`src/rtl/mdw_pkg.sv`:
```
package mdw_pkg;
  typedef enum logic [3:0] {
    OP_NOP     = 4'd0,
    OP_INS     = 4'd1,
    OP_INS_NS  = 4'd2,
    OP_INS_BAR = 4'd3,
    OP_REGS    = 4'd4,
    OP_NS_RDY  = 4'd5,
    OP_RESCHED = 4'd6,
    OP_REPLAY  = 4'd7,
    OP_DONE    = 4'd8,
    OP_SQUASH  = 4'd9
  } op_e;

  typedef enum logic [1:0] {
    K_LOAD  = 2'd0,
    K_STORE = 2'd1,
    K_MBAR  = 2'd2,
    K_WBAR  = 2'd3
  } kind_e;
endpackage

```
`src/rtl/mdw_free_find.sv`:
```
module mdw_free_find #(
  parameter int N = 16,
  localparam int IDX_W = (N > 1) ? $clog2(N) : 1
) (
  input  logic [N-1:0]     busy,
  output logic             found,
  output logic [IDX_W-1:0] idx
);
  always_comb begin
    found = 1'b0;
    idx   = '0;
    for (int i = N - 1; i >= 0; i--) begin
      if (!busy[i]) begin
        found = 1'b1;
        idx   = IDX_W'(i);
      end
    end
  end
endmodule

```
`src/rtl/mdw_oldest.sv`:
```
module mdw_oldest #(
  parameter int N     = 16,
  parameter int SEQ_W = 16,
  localparam int IDX_W = (N > 1) ? $clog2(N) : 1
) (
  input  logic [N-1:0]     cand,
  input  logic [SEQ_W-1:0] seqs [N],
  output logic             found,
  output logic [IDX_W-1:0] idx
);
  logic [SEQ_W-1:0] best;
  always_comb begin
    found = 1'b0;
    idx   = '0;
    best  = '0;
    for (int i = 0; i < N; i++) begin
      if (cand[i] && (!found || seqs[i] < best)) begin
        found = 1'b1;
        idx   = IDX_W'(i);
        best  = seqs[i];
      end
    end
  end
endmodule

```
`src/rtl/mdw_ready_fifo.sv`:
```
module mdw_ready_fifo #(
  parameter int DEPTH = 2,
  parameter int W     = 16,
  localparam int PTR_W = (DEPTH > 1) ? $clog2(DEPTH) : 1,
  localparam int CNT_W = $clog2(DEPTH + 1)
) (
  input  logic         clk,
  input  logic         rst_n,
  input  logic         push,
  input  logic [W-1:0] push_data,
  output logic         can_push,
  output logic         out_valid,
  input  logic         out_ready,
  output logic [W-1:0] out_data
);
  logic [W-1:0]     mem [DEPTH];
  logic [PTR_W-1:0] wr_ptr, rd_ptr;
  logic [CNT_W-1:0] count;
  logic             pop;

  assign can_push  = (count != CNT_W'(DEPTH));
  assign out_valid = (count != '0);
  assign out_data  = mem[rd_ptr];
  assign pop       = out_valid && out_ready;

  always_ff @(posedge clk) begin
    if (!rst_n) begin
      wr_ptr <= '0;
      rd_ptr <= '0;
      count  <= '0;
    end else begin
      if (push && can_push) begin
        mem[wr_ptr] <= push_data;
        wr_ptr <= (wr_ptr == PTR_W'(DEPTH - 1)) ? '0 : wr_ptr + PTR_W'(1);
      end
      if (pop)
        rd_ptr <= (rd_ptr == PTR_W'(DEPTH - 1)) ? '0 : rd_ptr + PTR_W'(1);
      count <= count + CNT_W'(push && can_push) - CNT_W'(pop);
    end
  end
endmodule

```
`src/rtl/mdw_unit.sv`:
```
module mdw_unit
  import mdw_pkg::*;
#(
  parameter int ENTRIES    = 16,
  parameter int SEQ_W      = 16,
  parameter int TID_W      = 1,
  parameter int CNT_W      = 8,
  parameter int FIFO_DEPTH = 2,
  localparam int IDX_W = (ENTRIES > 1) ? $clog2(ENTRIES) : 1
) (
  input  logic             clk,
  input  logic             rst_n,
  input  logic             cmd_valid,
  input  logic [3:0]       cmd_op,
  input  logic [1:0]       cmd_kind,
  input  logic [SEQ_W-1:0] cmd_seq,
  input  logic [TID_W-1:0] cmd_tid,
  input  logic             cmd_regs_rdy,
  input  logic [SEQ_W-1:0] pred_seq,
  output logic             rdy_valid,
  input  logic             rdy_ready,
  output logic [SEQ_W-1:0] rdy_seq,
  output logic [CNT_W-1:0] conf_ld_cnt,
  output logic [CNT_W-1:0] conf_st_cnt,
  output logic             full
);
  // entry state
  logic [ENTRIES-1:0] e_vld, e_regs, e_mdr, e_dep, e_pend, e_rply;
  logic [SEQ_W-1:0]   e_seq  [ENTRIES];
  logic [SEQ_W-1:0]   e_prod [ENTRIES];
  logic [TID_W-1:0]   e_tid  [ENTRIES];
  kind_e              e_kind [ENTRIES];

  // barrier state, one per class
  logic             lb_on, sb_on;
  logic [SEQ_W-1:0] lb_seq, sb_seq;

  op_e   op;
  kind_e ckind;
  assign op    = op_e'(cmd_op);
  assign ckind = kind_e'(cmd_kind);

  logic is_ins, is_ins_any, is_done, is_sq;
  assign is_ins     = cmd_valid && (op == OP_INS);
  assign is_ins_any = cmd_valid && (op == OP_INS || op == OP_INS_NS || op == OP_INS_BAR);
  assign is_done    = cmd_valid && (op == OP_DONE);
  assign is_sq      = cmd_valid && (op == OP_SQUASH);

  // free slot
  logic             alloc_ok;
  logic [IDX_W-1:0] alloc_idx;
  mdw_free_find #(.N(ENTRIES)) u_free (.busy(e_vld), .found(alloc_ok), .idx(alloc_idx));
  assign full = !alloc_ok;

  // producer choice and lookups
  logic [SEQ_W-1:0]   chosen_prod;
  logic               prod_present, has_dep;
  logic [ENTRIES-1:0] hit, kill, wake;
  logic               done_wakes;
  kind_e              done_kind;

  always_comb begin
    if (ckind == K_LOAD && lb_on)       chosen_prod = lb_seq;
    else if (ckind != K_LOAD && sb_on)  chosen_prod = sb_seq;
    else                                chosen_prod = pred_seq;
  end

  always_comb begin
    prod_present = 1'b0;
    done_wakes   = 1'b0;
    done_kind    = K_LOAD;
    for (int i = 0; i < ENTRIES; i++) begin
      hit[i]  = e_vld[i] && (e_seq[i] == cmd_seq);
      kill[i] = is_sq && e_vld[i] && (e_tid[i] == cmd_tid) && (e_seq[i] > cmd_seq);
      if (e_vld[i] && e_seq[i] == chosen_prod) prod_present = 1'b1;
      if (hit[i]) begin
        done_kind = e_kind[i];
        if (e_kind[i] != K_LOAD) done_wakes = 1'b1;
      end
    end
    for (int i = 0; i < ENTRIES; i++)
      wake[i] = is_done && done_wakes && e_vld[i] && e_dep[i] && (e_prod[i] == cmd_seq);
  end
  assign has_dep = (chosen_prod != '0) && prod_present;

  // oldest pending emission into the output FIFO
  logic [ENTRIES-1:0] cand;
  logic               pick_ok, can_push, push;
  logic [IDX_W-1:0]   pick_idx;
  assign cand = e_pend & e_vld & ~kill & ~(is_done ? hit : '0);
  mdw_oldest #(.N(ENTRIES), .SEQ_W(SEQ_W)) u_pick (
    .cand(cand), .seqs(e_seq), .found(pick_ok), .idx(pick_idx));
  assign push = pick_ok && can_push;

  mdw_ready_fifo #(.DEPTH(FIFO_DEPTH), .W(SEQ_W)) u_fifo (
    .clk(clk), .rst_n(rst_n), .push(push), .push_data(e_seq[pick_idx]),
    .can_push(can_push), .out_valid(rdy_valid), .out_ready(rdy_ready),
    .out_data(rdy_seq));

  // table update
  always_ff @(posedge clk) begin
    if (!rst_n) begin
      e_vld  <= '0;
      e_regs <= '0;
      e_mdr  <= '0;
      e_dep  <= '0;
      e_pend <= '0;
      e_rply <= '0;
    end else begin
      for (int i = 0; i < ENTRIES; i++) begin
        if (push && pick_idx == IDX_W'(i)) e_pend[i] <= 1'b0;
        if (is_ins_any && alloc_ok && alloc_idx == IDX_W'(i)) begin
          e_vld[i]  <= 1'b1;
          e_seq[i]  <= cmd_seq;
          e_tid[i]  <= cmd_tid;
          e_kind[i] <= ckind;
          e_prod[i] <= chosen_prod;
          e_regs[i] <= cmd_regs_rdy;
          e_rply[i] <= 1'b0;
          e_dep[i]  <= is_ins && has_dep;
          e_mdr[i]  <= is_ins && !has_dep;
          e_pend[i] <= is_ins && !has_dep && cmd_regs_rdy;
        end
        if (cmd_valid && hit[i]) begin
          case (op)
            OP_REGS: begin
              e_regs[i] <= 1'b1;
              if (e_mdr[i]) e_pend[i] <= 1'b1;
            end
            OP_NS_RDY:  e_pend[i] <= 1'b1;
            OP_RESCHED: e_rply[i] <= 1'b1;
            OP_DONE: begin
              e_vld[i]  <= 1'b0;
              e_pend[i] <= 1'b0;
              e_rply[i] <= 1'b0;
            end
            default: ;
          endcase
        end
        if (cmd_valid && op == OP_REPLAY && e_rply[i]) begin
          e_rply[i] <= 1'b0;
          e_pend[i] <= 1'b1;
        end
        if (wake[i]) begin
          e_mdr[i] <= 1'b1;
          e_dep[i] <= 1'b0;
          if (e_regs[i]) e_pend[i] <= 1'b1;
        end
        if (kill[i]) begin
          e_vld[i]  <= 1'b0;
          e_pend[i] <= 1'b0;
          e_rply[i] <= 1'b0;
        end
      end
    end
  end

  // barriers and conflict counters
  always_ff @(posedge clk) begin
    if (!rst_n) begin
      lb_on       <= 1'b0;
      sb_on       <= 1'b0;
      lb_seq      <= '0;
      sb_seq      <= '0;
      conf_ld_cnt <= '0;
      conf_st_cnt <= '0;
    end else begin
      if (cmd_valid && op == OP_INS_BAR && alloc_ok) begin
        if (ckind == K_MBAR) begin
          lb_on  <= 1'b1;
          lb_seq <= cmd_seq;
        end
        if (ckind == K_MBAR || ckind == K_WBAR) begin
          sb_on  <= 1'b1;
          sb_seq <= cmd_seq;
        end
      end
      if (is_done && (done_kind == K_MBAR || done_kind == K_WBAR)) begin
        if (done_kind == K_MBAR && lb_on && lb_seq == cmd_seq) lb_on <= 1'b0;
        if (sb_on && sb_seq == cmd_seq) sb_on <= 1'b0;
      end
      if (is_ins && alloc_ok && has_dep) begin
        if (ckind == K_LOAD) conf_ld_cnt <= conf_ld_cnt + CNT_W'(1);
        else                 conf_st_cnt <= conf_st_cnt + CNT_W'(1);
      end
    end
  end
endmodule

```
`config.mk`:
```
export PLATFORM = sky130hd
export DESIGN_NAME = mdw_unit
export DESIGN_NICKNAME = d
export VERILOG_FILES = /design/src/rtl/mdw_pkg.sv /design/src/rtl/mdw_free_find.sv /design/src/rtl/mdw_oldest.sv /design/src/rtl/mdw_ready_fifo.sv /design/src/rtl/mdw_unit.sv
export SDC_FILE = /design/constraint.sdc
export NUM_CORES = 2
export LEC_CHECK = 0
export BUFFER_PORTS_ARGS = -buffer_cell sky130_fd_sc_hd__clkbuf_2
export CELL_PAD_IN_SITES_DETAIL_PLACEMENT = 1
export CELL_PAD_IN_SITES_GLOBAL_PLACEMENT = 2
export CORE_MARGIN = 1.5
export CORE_UTILIZATION = 46
export CTS_CLUSTER_SIZE = 8
export DETAILED_ROUTE_END_ITERATION = 6
export PLACE_DENSITY = 0.84
export SETUP_SLACK_MARGIN = 0.4
export SYNTH_ARGS = -nofsm -noshare
export SYNTH_HDL_FRONTEND = slang
export SYNTH_SLANG_ARGS = --single-unit
export TNS_END_PERCENT = 1
```
`constraint.sdc`:
```
create_clock -name clk -period 125.2 [get_ports clk]
set_clock_uncertainty 0.2 [all_clocks]
set_input_delay 0 -clock clk [delete_from_list [all_inputs] [get_ports clk]]
set_output_delay 0 -clock clk [all_outputs]
set_load 0.02 [all_outputs]
```
== Word level (Yosys, flattened, before mapping) ==
Memories as Yosys holds them, arrays and structs flattened. A register that Yosys moved wholly into a read port is not among the register bits.
Index checks and enable logic that the tools add are counted.
Word-level totals
  register bits: 406
  bits in latches: 0
  bits in writable memories: 336
  bits in read-only memories: 0
  input port bits: 44
  output and inout bits: 34
  logic and storage cells: 1334
  memories kept: 4
Memories
  e_prod: words 16, bits a word 16, read ports 16, clocked after memory_dff 0, write ports 1, line mdw_unit.sv:30  | logic [SEQ_W-1:0] e_prod [ENTRIES];
  e_kind: words 16, bits a word 2, read ports 16, clocked after memory_dff 0, write ports 1, line mdw_unit.sv:32  | kind_e e_kind [ENTRIES];
  u_fifo.mem: words 2, bits a word 16, read ports 1, clocked after memory_dff 1, write ports 1, line mdw_ready_fifo.sv:16  | logic [W-1:0] mem [DEPTH];
  e_tid: words 16, bits a word 1, read ports 16, clocked after memory_dff 0, write ports 1, line mdw_unit.sv:31  | logic [TID_W-1:0] e_tid [ENTRIES];
Operators by class
  add/subtract/negate cells: 6
  $mul: 0
  div/mod/pow operators: 0
  order comparisons: 32
  equality and inequality tests: 110
  shift operators: 0
  muxes and demuxes: 650
  bitwise gates (word level): 8
  reduce and logical (&&, ||, !) cells: 418
Operator list (number)
  $eq 16x16->1: 50
  $mux 16: 35
  $mux 1: 476
  $mux 4: 69
  $gt 16x16->1: 16
  $lt 16x16->1: 15
  $reduce_or 16->1: 15
  $logic_and 1x1->1: 231
  $reduce_or 2->1: 47
  $eq 4x4->1 const B: 18
  $reduce_bool 2->1: 34
  $mux 2: 33
  $bmux 16 s4: 1
  $and 16x16->16: 3
  $eq 4x3->1 const B: 12
  $pmux 1 s3: 16
  $reduce_or 3->1: 16
  $reduce_and 2->1: 20
  $not 16->16: 2
  $pmux 1 s2: 16
  $eq 4x2->1 const B: 6
  $logic_or 1x1->1: 19
  $logic_not 1->1: 17
  $add 8x1->8 const B: 2
  other kinds (15): 55

== Logic depth before layout (Yosys ltp) ==
  depth after elaboration: 79
  mapped depth: 250
  depth with buffers taken out: 217

== Hierarchy ==
From an unflattened synthesis, not the netlist that was laid out.
Unflattened totals
  cell total of the unflattened synthesis: 4792
  area, all modules: 50380.8 sq um
By module, submodules not included
  mdw_unit: instances 1, cells an instance 3262, area each 39102.5 sq um, seq. area each 19738.9 sq um
  mdw_oldest: instances 1, cells an instance 1421, area each 9663.0 sq um, seq. area each 0.0 sq um
  mdw_ready_fifo: instances 1, cells an instance 75, area each 1448.9 sq um, seq. area each 1061.0 sq um
  mdw_free_find: instances 1, cells an instance 34, area each 166.4 sq um, seq. area each 0.0 sq um

== Worst setup path after synthesis ==
No wires, ideal clock.
  path kind: in2reg
  start point: input cmd_seq[1]
  end point: memory u_fifo.mem[0][11], data pin
  library setup time: 0.270 ns
  data arrival time: 40.568 ns
  data required time: 124.730 ns
  path slack: 84.162 ns
  cell stages on the path: 242
  path buffers: 35
  cell sequence: buf_1 > buf_1 > inv_1 > ha_1 > nor2b_1 > o211ai_1 > a2111oi_0 > o31ai_1 > and2_1 > clkbuf_1 > clkbuf_1 > nand2_1 > ha_1 > or4b_1 > a211o_1 > a21oi_1 > o211ai_1 > a311oi_2 > (+206 left out) > a21o_1 > a21oi_1 > nor2b_1 > o21ai_0 > nand2b_1 > a21oi_1 > nor2b_1 > o21ai_0 > o311ai_0 > a21o_1 > a311o_1 > o31a_1 > o21a_1 > buf_4 > buf_6 > o22ai_1 > nor2_1 > or3b_1
Between the ends
  cells in the longest elaborated chain, start to end: 70
  elaborated cells between the ends (all ways): 178
  those cells by class: order compare: 31; eq/ne: 16; mux: 49; bitwise: 5; reduce/logical: 77
Ends and longest elaborated chain
  start: declaration: line mdw_unit.sv:16  | input logic [SEQ_W-1:0] cmd_seq,
  $gt 16x16->1 or $eq 16x16->1 (tied branches): line mdw_unit.sv:74, mdw_unit.sv:73
  $logic_and 1x1->1, on equally long branches: line mdw_unit.sv:74, mdw_unit.sv:73
  $not 16->16 or $mux 16 (tied branches): line mdw_unit.sv:90  | assign cand = e_pend & e_vld & ~kill & ~(is_done ? hit : '0);
  $and 16x16->16 or $not 16->16 (tied branches): line mdw_unit.sv:90
  $and 16x16->16 *: line mdw_unit.sv:90
  $mux 16 or $mux 1 (tied branches): line mdw_oldest.sv:17  | if (cand[i] && (!found || seqs[i] < best)) begin
  $lt 16x16->1 or $logic_not 1->1 (tied branches): line mdw_oldest.sv:17
  $logic_or 1x1->1: line mdw_oldest.sv:17
  (+54 left out)
  $lt 16x16->1 or $logic_not 1->1 (tied branches): line mdw_oldest.sv:17
  $logic_or 1x1->1: line mdw_oldest.sv:17
  $logic_and 1x1->1: line mdw_oldest.sv:17
  $mux 4 *: line mdw_oldest.sv:17
  $not 4->5 (not written as such) *: line mdw_unit.sv:96  | .clk(clk), .rst_n(rst_n), .push(push), .push_data(e_seq[pick_idx]),
  $bmux 16 s4 *: line mdw_unit.sv:96
  $mux 16 (not written as such) * (2 in a row): line mdw_unit.sv:96
  via u_fifo.push_data[11]: line mdw_ready_fifo.sv:10  | input logic [W-1:0] push_data,
  end: declaration: line mdw_ready_fifo.sv:16
The timed path passes the listed nets; every way through them passes the cells marked *. The select of a mux whose other input is x is not followed.

== Final worst setup path ==
  start point: input cmd_seq[10]
  end point: memory u_fifo.mem[1][11], data pin
Same word-level chain as after synthesis.

==> results.json <==
{
  "synth_edf_count": 592,
  "drt_iter0_markers": 4703,
  "drt_pass1_iterations": 5,
  "synthMuxAreaShare_pct": 3.21,
  "grt_pass1_vias": 43760,
  "drv_slew": 0,
  "crit_fanout": 53,
  "avgSynthCellArea_sq_um": 9.99,
  "netlist_instances": 4961,
  "required_ns": 125.41,
  "fillers": 11689,
  "die_y_um": 331,
  "arrival_ns": 46.20,
  "crit_cells": 215,
  "maxSlewHeadroom_pct": 7.09,
  "crit_start": "cmd_seq[10]",
  "gr-total-overflow": 0,
  "wl_per_cell_um": 33.8,
  "synth_xor_area_share_pct": 10.2,
  "worstSetupStartpointType": "input pin",
  "post_cts_buffers": 0,
  "tightest_slew_ns": 1.38,
  "synth_compound_area_share_pct": 15.1,
  "grt_pass1_wl_um": 316000,
  "setup_slack_ns": 79.21,
  "tns_ns": 0,
  "synth_cell_types": 101,
  "nets": 5579,
  "portBuffers": 77,
  "num_vias": 43396,
  "gp_congestion": 0.989,
  "syn_to_final_growth_pct": 11.7,
  "fp.dieArea_sq_um": 110000,
  "io_pins": 78,
  "final_layout_size_suffix_gt1_share_pct": 8.48,
  "start_util_pct": 46.4,
  "fmax_mhz": 21.7,
  "p_leak_nw": 19.7,
  "cts_tree": "yes",
  "critPathBufInv": 19,
  "clk_pin_slew_ns": 0.05,
  "worst_setup_path_end_kind": "register",
  "synth_area_sq_um": 49600,
  "hold_path.class": "in2reg",
  "grt_max_degree": 56,
  "ys.flop_type": "edfxtp_1",
  "place_hpwl_um": 156000,
  "min_period_over_period_pct": 36.7,
  "synth_top_family_by_area": "compound AO/OA/AOI/OAI gates",
  "grt.total_usage_pct": 39.6,
  "viasPerCell": 6.64,
  "min_period_ns": 45.99,
  "crit_family": "compound AO/OA/AOI/OAI gates",
  "drtAntennaViolNets": 0,
  "drt-total-wl_um": 221000,
  "worst_path_max_delay_cell": "o21a_1",
  "hold_violations": 0,
  "rows": 120,
  "path_class": "in2reg",
  "async_flop_share_pct": 0,
  "endpoint": "u_fifo.mem[1][11]$_DFFE_PP_",
  "h-tree-depth": 3,
  "reg2reg_slack_ns": 79.79,
  "cts_resized": 0,
  "cts_root_buf": "clkbuf_16",
  "antenna_found_initial": 7,
  "powerDensity_nw_per_um2": 10.6,
  "syn_nets": 5474,
  "die_w_um": 331,
  "cts_made_buffers": 104,
  "reg2regPathDepth": 211,
  "peakVddDrop_mv": 0.0157,
  "ys_seq_area_share_pct": 42.0,
  "core_area_sq_um": 107000,
  "yosysWarningCount": 0,
  "cpMostUsedCell": "a21oi_1",
  "yosys.area_share.adder_pct": 11.9,
  "ys_ff_latch": 743,
  "cts.sinks": 743,
  "setup_violations": 0,
  "rsz0062_at_grt": "no",
  "drc_errors": 0,
  "cts_buffer_depth": 3,
  "maxCapViolations": 0,
  "outcome": "finished, final reports clean",
  "crit_path_max_incr_delay_ns": 0.92,
  "post-place-ws_ns": 79.95,
  "synth_simple_gate_area_share_pct": 14.0,
  "crit-reg2reg-launch": "e_seq[255]$_DFFE_PP_",
  "insertion_delay_ns": 0.73,
  "r2r-end": "u_fifo.mem[1][11]$_DFFE_PP_"
}
## layout make-up
class	count	area, sq um	area share (%)
tap	1403	1760	3.17
inverter	233	877	1.58
timing repair buffer	223	1560	2.82
antenna	2	5.00	0.00904
sequential	743	20800	37.6
clock buffer	161	2840	5.12
multi-input combinational	3761	27400	49.4
clock inverter	10	180	0.325
## cell usage after synthesis, types with 103 or more instances
cell / n / area share (%)
xor2_1: 267 / 4.7
nor2_1: 302 / 2.3
mux2i_1: 103 / 2.1
nor4_1: 118 / 1.5
nor3_1: 121 / 1.2
inv_1: 230 / 1.7
o21ai_0: 249 / 2.5
ha_1: 469 / 12
xnor2_1: 311 / 5.5
nand2_1: 384 / 2.9
a21oi_1: 324 / 3.3
dfxtp_1: 151 / 6.1
nand4_1: 142 / 1.8
clkbuf_1: 143 / 1.1
edfxtp_1: 592 / 36
## flip-flops by register name, summed over array words and instances, names as in the netlist, 2 cells and up, named ones only
| signal | count |
|---|---|
| e_regs | 16 |
| e_kind | 32 |
| conf_st_cnt | 8 |
| e_vld | 16 |
| e_pend | 16 |
| u_fifo.mem | 32 |
| e_mdr | 16 |
| sb_seq | 16 |
| e_prod | 256 |
| e_tid | 16 |
| u_fifo.count | 2 |
| conf_ld_cnt | 8 |
| e_dep | 16 |
| e_rply | 16 |
| lb_seq | 16 |
| e_seq | 256 |
## kinds of logic after synthesis
group,Yosys count
mux,152
flops,743
buf+inv,457
simple gates,1405
compound gates,1153
xor+xnor,578
fa+ha+maj,473
## through the flow
stage          utilization (%)  hold WS (ns)  cells  area (sq um)  power (mW)
5_1_grt                   51.8        0.0774   6535         55400       0.599
3_5_place_dp              48.7         0.250   6332         52000       0.319
3_3_place_gp              48.7         0.248   6332         52000       0.318
4_1_cts                   51.8        0.0230   6534         55400       0.588
6_report                  51.8        0.0285   6536         55400       0.589
2_1_floorplan                -        -0.101   4961         49600       0.297
## cell usage in the layout, fill, tap and decap left out, types with 80 or more instances in the layout
cell       Yosys  final
mux2i_1      103    103
a21o_1        83     83
edfxtp_1     592    592
nor3_1       121    110
xnor2_1      311    311
nor2b_1       80     80
ha_1         469    469
nor4_1       118    118
clkbuf_16      0    104
buf_4          1    116
a21oi_1      324    306
xor2_1       267    267
nand4_1      142    142
nand2_1      384    384
o21ai_0      249    249
dfxtp_1      151    151
inv_1        230    230
nor2_1       302    294
## worst min-delay path by stage
| stage | start | to | slack [ns] | depth (start not counted) |
|---|---|---|---|---|
| floorplan | cmd_kind[0] | e_kind[0][0]$_DFFE_PP_ | -0.10 | 0 |
| global placement | conf_st_cnt[7]$_SDFFE_PN0P_ | conf_st_cnt[7] | 0.25 | 1 |
| detailed placement | conf_ld_cnt[7]$_SDFFE_PN0P_ | conf_ld_cnt[7] | 0.25 | 1 |
| CTS | cmd_op[3] | sb_seq[6]$_SDFFE_PN0P_ | 0.02 | 6 |
| global route | cmd_op[3] | sb_seq[15]$_SDFFE_PN0P_ | 0.08 | 6 |
| finish | cmd_op[3] | sb_seq[12]$_SDFFE_PN0P_ | 0.03 | 6 |
## worst reg2reg max path: cells and delay by family, from the launching register on
| family | cells | cell delay (ns) |
|---|---|---|
| adders and majority gates | 16 | 4.80 |
| DFF | 1 | 0.54 |
| AOI/OAI and AO/OA | 110 | 23.99 |
| muxes | 4 | 1.90 |
| buffers and inverters | 15 | 3.17 |
| and+or+nand+nor | 66 | 10.49 |
## power breakdown
part           internal (mW)  total [mW]  switching (mW)
registers              0.267       0.268        0.000578
logic                 0.0146      0.0491          0.0345
clock network          0.155       0.272           0.117
total                  0.436       0.589           0.152
## repair_timing
| action | 4_1_cts | 5_1_grt |
|---|---|---|
| endpoints found under the setup margin | 0 | 0 |
| hold buffers | 31 | 0 |
| endpoints found under the hold margin | 384 | 0 |
## layer usage
metal / vias up / track usage (%) / wire, um
li1: 18596 / - / -
met1: 21657 / 50.2 / 87000
met2: 2354 / 62.6 / 97800
met3: 785 / 8.38 / 20600
met4: 4 / 22.9 / 15700
met5: - / 0 / 26
No activity file was read; power rests on OpenSTA's default activity.
